[src/rtl/nic_pkg.sv]
package nic_pkg;
  typedef logic [2:0] lvl_t;
  localparam lvl_t LVL_OFF = 3'd7;  // reserved, never accepted
endpackage

[src/rtl/nic_arb.sv]
module nic_arb
  import nic_pkg::*;
#(
  parameter int N_SRC = 8,
  parameter int IDX_W = $clog2(N_SRC)
) (
  input  logic [N_SRC-1:0] pend_i,
  input  lvl_t             lvl_i [N_SRC],
  output logic             vld_o,
  output logic [IDX_W-1:0] id_o,
  output lvl_t             lvl_o
);
  // strict compare in ascending index order: ties keep the lower index
  always_comb begin
    vld_o = 1'b0;
    id_o  = '0;
    lvl_o = LVL_OFF;
    for (int i = 0; i < N_SRC; i++) begin
      if (pend_i[i] && (lvl_i[i] < lvl_o)) begin
        vld_o = 1'b1;
        id_o  = IDX_W'(i);
        lvl_o = lvl_i[i];
      end
    end
  end
endmodule

[src/rtl/nic_mask_stack.sv]
module nic_mask_stack
  import nic_pkg::*;
#(
  parameter int STK_DEPTH = 8,
  parameter int DEP_W = $clog2(STK_DEPTH + 1)
) (
  input  logic             clk_i,
  input  logic             rst_ni,
  input  logic             push_i,
  input  lvl_t             push_lvl_i,
  input  logic             pop_i,
  output lvl_t             mask_o,
  output logic [DEP_W-1:0] depth_o,
  output logic             err_o
);
  localparam int PW = (STK_DEPTH > 1) ? $clog2(STK_DEPTH) : 1;

  lvl_t             stk_q [STK_DEPTH];
  lvl_t             mask_q;
  logic [DEP_W-1:0] depth_q;
  logic             err_q;
  logic             full, empty;

  assign full  = (depth_q == DEP_W'(STK_DEPTH));
  assign empty = (depth_q == '0);

  always_ff @(posedge clk_i or negedge rst_ni) begin
    if (!rst_ni) begin
      mask_q  <= LVL_OFF;
      depth_q <= '0;
      err_q   <= 1'b0;
      for (int i = 0; i < STK_DEPTH; i++) stk_q[i] <= LVL_OFF;
    end else if (pop_i) begin
      if (empty) begin
        err_q <= 1'b1;
      end else begin
        mask_q  <= stk_q[PW'(depth_q - DEP_W'(1))];
        depth_q <= depth_q - DEP_W'(1);
      end
    end else if (push_i && !full) begin
      stk_q[PW'(depth_q)] <= mask_q;
      mask_q              <= push_lvl_i;
      depth_q             <= depth_q + DEP_W'(1);
    end
  end

  assign mask_o  = mask_q;
  assign depth_o = depth_q;
  assign err_o   = err_q;
endmodule

[src/rtl/nic_xfer.sv]
module nic_xfer #(
  parameter int IDX_W = 3
) (
  input  logic             clk_i,
  input  logic             rst_ni,
  input  logic             go_i,
  input  logic [IDX_W-1:0] id_i,
  input  logic             done_i,
  output logic             busy_o,
  output logic             start_o,
  output logic [IDX_W-1:0] id_o
);
  always_ff @(posedge clk_i or negedge rst_ni) begin
    if (!rst_ni) begin
      busy_o  <= 1'b0;
      start_o <= 1'b0;
      id_o    <= '0;
    end else begin
      start_o <= go_i && !busy_o;
      if (busy_o) begin
        if (done_i) busy_o <= 1'b0;
      end else if (go_i) begin
        busy_o <= 1'b1;
        id_o   <= id_i;
      end
    end
  end
endmodule

[src/rtl/nest_irq_ctrl.sv]
module nest_irq_ctrl
  import nic_pkg::*;
#(
  parameter int N_SRC     = 8,
  parameter int STK_DEPTH = 8,
  localparam int IDX_W    = $clog2(N_SRC),
  localparam int DEP_W    = $clog2(STK_DEPTH + 1)
) (
  input  logic               clk_i,
  input  logic               rst_ni,
  input  logic [N_SRC-1:0]   req_i,
  input  logic [3*N_SRC-1:0] lvl_i,
  input  logic [N_SRC-1:0]   xfer_i,
  input  logic               gie_we_i,
  input  logic               gie_d_i,
  input  logic               ack_i,
  input  logic               ret_i,
  input  logic               xfer_done_i,
  output logic               irq_o,
  output logic [IDX_W-1:0]   irq_id_o,
  output logic [2:0]         irq_lvl_o,
  output logic               acc_o,
  output logic [IDX_W-1:0]   acc_id_o,
  output logic               xfer_start_o,
  output logic [IDX_W-1:0]   xfer_id_o,
  output logic               xfer_busy_o,
  output logic               gie_o,
  output logic [2:0]         mask_o,
  output logic [DEP_W-1:0]   depth_o,
  output logic               err_o
);
  lvl_t             lvl [N_SRC];
  logic [N_SRC-1:0] pend_q, clr;
  logic             win_vld, elig, win_xfer, take, xfer_go, gie_q;
  logic [IDX_W-1:0] win_id;
  lvl_t             win_lvl, mask;

  for (genvar g = 0; g < N_SRC; g++) begin : g_unpack
    assign lvl[g] = lvl_i[3*g +: 3];
  end

  nic_arb #(.N_SRC(N_SRC), .IDX_W(IDX_W)) u_arb (
    .pend_i(pend_q), .lvl_i(lvl), .vld_o(win_vld), .id_o(win_id), .lvl_o(win_lvl)
  );

  nic_mask_stack #(.STK_DEPTH(STK_DEPTH), .DEP_W(DEP_W)) u_stk (
    .clk_i, .rst_ni, .push_i(take), .push_lvl_i(win_lvl), .pop_i(ret_i),
    .mask_o(mask), .depth_o(depth_o), .err_o(err_o)
  );

  nic_xfer #(.IDX_W(IDX_W)) u_xfer (
    .clk_i, .rst_ni, .go_i(xfer_go), .id_i(win_id), .done_i(xfer_done_i),
    .busy_o(xfer_busy_o), .start_o(xfer_start_o), .id_o(xfer_id_o)
  );

  assign elig     = win_vld && gie_q && (win_lvl < mask) && !xfer_busy_o;
  assign win_xfer = xfer_i[win_id];
  assign irq_o    = elig && !win_xfer;
  assign take     = irq_o && ack_i && !ret_i;  // return has precedence
  assign xfer_go  = elig && win_xfer;

  always_comb begin
    clr = '0;
    if (take || xfer_go) clr[win_id] = 1'b1;
  end

  always_ff @(posedge clk_i or negedge rst_ni) begin
    if (!rst_ni) begin
      pend_q   <= '0;
      gie_q    <= 1'b0;
      acc_o    <= 1'b0;
      acc_id_o <= '0;
    end else begin
      pend_q <= (pend_q & ~clr) | req_i;
      if (gie_we_i) gie_q <= gie_d_i;
      acc_o <= take;
      if (take) acc_id_o <= win_id;
    end
  end

  assign irq_id_o  = win_id;
  assign irq_lvl_o = win_lvl;
  assign gie_o     = gie_q;
  assign mask_o    = mask;
endmodule

[config.mk]
export PLATFORM = sky130hd
export DESIGN_NAME = nest_irq_ctrl
export DESIGN_NICKNAME = d
export VERILOG_FILES = /design/src/rtl/nic_pkg.sv /design/src/rtl/nic_arb.sv /design/src/rtl/nic_mask_stack.sv /design/src/rtl/nic_xfer.sv /design/src/rtl/nest_irq_ctrl.sv
export SDC_FILE = /design/constraint.sdc
export NUM_CORES = 1
export LEC_CHECK = 0
export BUFFER_PORTS_ARGS = -buffer_cell sky130_fd_sc_hd__buf_2
export CAP_MARGIN = 20
export CORE_ASPECT_RATIO = 0.6
export CORE_MARGIN = 2
export CORE_UTILIZATION = 30
export CTS_CLUSTER_SIZE = 20
export DETAILED_ROUTE_END_ITERATION = 6
export SETUP_SLACK_MARGIN = 0.5
export SLEW_MARGIN = 40
export SYNTH_ARGS = -nofsm -noshare
export SYNTH_HDL_FRONTEND = slang
export SYNTH_HIERARCHICAL = 1
export SYNTH_SLANG_ARGS = --single-unit
[constraint.sdc]
create_clock -name clk_i -period 13.7 [get_ports clk_i]
set_input_delay 1.37 -clock clk_i [delete_from_list [all_inputs] [get_ports clk_i]]
set_output_delay 1.37 -clock clk_i [all_outputs]
set_load 0.01 [all_outputs]
==> metrics.csv <==
stage,metric,value,unit
detailed_routing,routed_wl,9910,µm
clocking,htree_num_levels,2,
sta,tightest_slew,0.722,ns
worst_setup_path,critPathArrivalTime,7.85,ns
worst_setup_path,crit_path_max_fanout,10,
clocking,numClockSinks,50,
worst_setup_path,crit_type,input port to output pin,
floorplan,die_w,149,µm
power,vdd_drop_max,0.0618,mV
grt,antenna_found_initial,1,
cells_and_area,fill_cells,1243,
worst_setup_path,ff2ff_path_depth,31,
yosys,synth_edf_count,0,
clocking,clk_latency,0.28,ns
sta,skew,0.00637,ns
grt,grt_pass1_wl,16000,µm
yosys,synth_async_sr_flop_share,100,%
grt,grt_pass1_vias,3047,
sta,hold_violations,0,
yosys,synth_commonest_cells,"nor2_1 (32), dfstp_2 (27), mux2_2 (25), nand2_1 (24), dfrtp_1 (23)",
yosys,yosysUniqueCellTypes,78,
place,dp_cells,597,
floorplan,coreArea,12200,µm²
yosys,yosys.area.top_type,dfstp_2,
grt,grt-ovfl-total,0,
worst_setup_path,slowest_delay,0.51,ns
yosys,netlist_area,3790,µm²
yosys,synth.area.top_cells,"dfstp_2 (19%), dfrtp_1 (15%), mux2_2 (7.4%)",
yosys,avgSynthCellArea,10.3,µm²
clocking,post_cts_buffers,0,
detailed_routing,vias_per_cell,5.17,
yosys,synth_top_area_share,18.7,%
worst_setup_path,crit_slowest_cell,o21a_1,
worst_setup_path,cp-end-kind,output pin,
clocking,cts_buffers,5,
clocking,clk_path_buf_depth,2,
worst_setup_path,crit_path_start_kind,input port,
clocking,root_buffer,clkbuf_16,
sta,rsz0062_at_grt,false,
sta,fin_crit_sh,67.3,%
floorplan,dieArea,13600,µm²
cells_and_area,nets,495,
yosys,yosysMostFrequentCell,nor2_1,
clocking,holdBufCountCts,0,
floorplan,initial_utilization,31.1,%
yosys,synth-warning-count,6,
job,maxCapViolCount,0,
yosys,netlist_instances,369,
detailed_routing,drc,0,
power,power_density,152,nW/µm²
place,globalplace.congestion,0.911,
floorplan,io_pins,72,
cells_and_area,antennaDiodeCount,0,
sta,fin_tns_setup,0,ns
worst_setup_path,required,12.33,ns
sta,min_period,9.22,ns
clocking,cts.reportedPaths.clkPinSlew,0.07,ns
detailed_routing,wl_per_cell,16.4,µm
power,p_leak,1.90,nW
cells_and_area,layout.cells.non_filler,605,
worst_setup_path,r2r_start,pend_q[0],
floorplan,rows,31,
grt,grt_start_max_net_pins,51,
yosys,synth_flop_cell,dfstp_2,
worst_setup_path,worstSetupEndpoint,irq_o,
yosys,yosysSeqAreaShare,33.9,%
sta,setup_viol,0,
place,port_buffers,71,
power,p_total,0.676,mW
sta,drv_slew,0,
yosys,synth_seq_cells,50,
worst_setup_path,r2r_slack,5.77,ns
floorplan,die_height,91.1,µm
detailed_routing,dr_total_vias,3127,
detailed_routing,first_iter_violations,191,
detailed_routing,ant_nets,0,
detailed_routing,first_pass_iters,4,
cells_and_area,drive_gt1_share,41.6,%
min_path,hold_class,flip-flop to flip-flop,
cells_and_area,areaGrowthSynthToFinish,16.9,%
clocking,ctsResizeCount,0,
grt,grt_use_total,14.6,%
clocking,cts_tree,done,
worst_setup_path,r2r_end,u_stk/stk_q[9],
sta,fmaxAchievable,0.108,GHz
place,hpwl,7900,µm
sta,max-slew-margin-rel,51.9,%
yosys,syn_nets,425,
worst_setup_path,crit_start,lvl_i[2],
outcome,status,"finished, final reports clean",
## report_power, final
group          leakage, nW  switching, mW  internal (mW)
sequential           0.527         0.0415          0.195
combinational         1.30          0.178          0.138
clock               0.0751         0.0555         0.0686
## worst min path at each step
stage | startpoint | end | slack, ns | depth (start not counted)
finish | u_stk/err_o | u_stk/err_o | 0.50 | 1
global route | u_stk/err_o | u_stk/err_o | 0.52 | 1
CTS | u_stk/err_o | u_stk/err_o | 0.50 | 1
detailed placement | u_stk/err_o | u_stk/err_o | 0.48 | 1
global placement | u_stk/err_o | u_stk/err_o | 0.45 | 1
floorplan | u_stk/err_o | u_stk/err_o | 0.51 | 1
## area by class of cell
type                            instances  area, µm²  area share [%]
Clock buffer                            5        125            2.82
Tap cell                              165        206            4.65
Sequential cell                        50       1280            29.0
Clock inverter                          3       21.3           0.480
Inverter                               17       63.8            1.44
Timing Repair Buffer                   72        363            8.18
Multi-Input combinational cell        293       2370            53.5
## kinds of logic (layout without fill, tap and decap cells)
family                   count (synthesis)  after routing  synth area share [%]
adder cells (fa/ha/maj)                  9              9                  2.97
buffers and inverters                   26             97                  3.89
AND/OR/NAND/NOR                        128            128                  18.9
AO/OA/AOI/OAI                           93             93                  21.3
multiplexers                            57             57                  17.7
flip-flops                              50             50                  33.9
XOR/XNOR                                 6              6                  1.39
## critical path, delay by kind of cell
family | cells | cell delay [ns]
mux | 3 | 0.96
buf+inv | 5 | 0.46
compound gates | 12 | 2.84
fa+ha+maj | 3 | 0.74
simple gates | 7 | 1.46
## placed cells by master (no fill, tap or decap), types with 4 or more instances in the layout
cell type / count
a31oi_2: 7
or2b_1: 4
and2_1: 5
nand3_1: 9
mux2_1: 4
ha_1: 9
o21ai_0: 10
dfstp_2: 27
nand2_1: 24
a21o_1: 5
a211oi_1: 7
mux2_2: 25
a21oi_1: 14
nor2_1: 32
nor2b_1: 7
nand2b_1: 9
o21a_1: 4
inv_1: 16
nor3b_1: 7
dfrtp_1: 23
clkbuf_16: 5
mux2_4: 5
buf_2: 71
xor2_1: 4
mux2i_1: 19
a31oi_1: 4
nor3_1: 8
## layer usage
| layer | vias to the layer above | routed length, µm | global-route usage (%) |
|---|---|---|---|
| met5 | - | 13 | 0 |
| met4 | 2 | 146 | 3.25 |
| met3 | 12 | 476 | 2.51 |
| met2 | 85 | 4060 | 21.0 |
| met1 | 1513 | 5210 | 22.4 |
| li1 | 1515 | - | - |
## stage by stage
stage | util [%] | instance area (µm²) | hold WS, ns | setup WS, ns
2_1_floorplan | - | 3790 | 0.512 | 5.40
3_3_place_gp | 35.1 | 4280 | 0.451 | 4.83
3_5_place_dp | 35.2 | 4280 | 0.484 | 4.55
4_1_cts | 36.4 | 4430 | 0.501 | 4.53
5_1_grt | 36.4 | 4440 | 0.516 | 3.96
6_report | 36.4 | 4440 | 0.496 | 4.48
## registers in the layout (all words and copies together), names as in the netlist
name            cells
u_stk/err_o         1
u_xfer/start_o      1
u_xfer/id_o         3
u_stk/mask_o        3
acc_o               1
gie_o               1
pend_q              8
u_stk/stk_q        24
u_xfer/busy_o       1
u_stk/depth_o       4
acc_id_o            3
(Power assumes the default switching activity.)
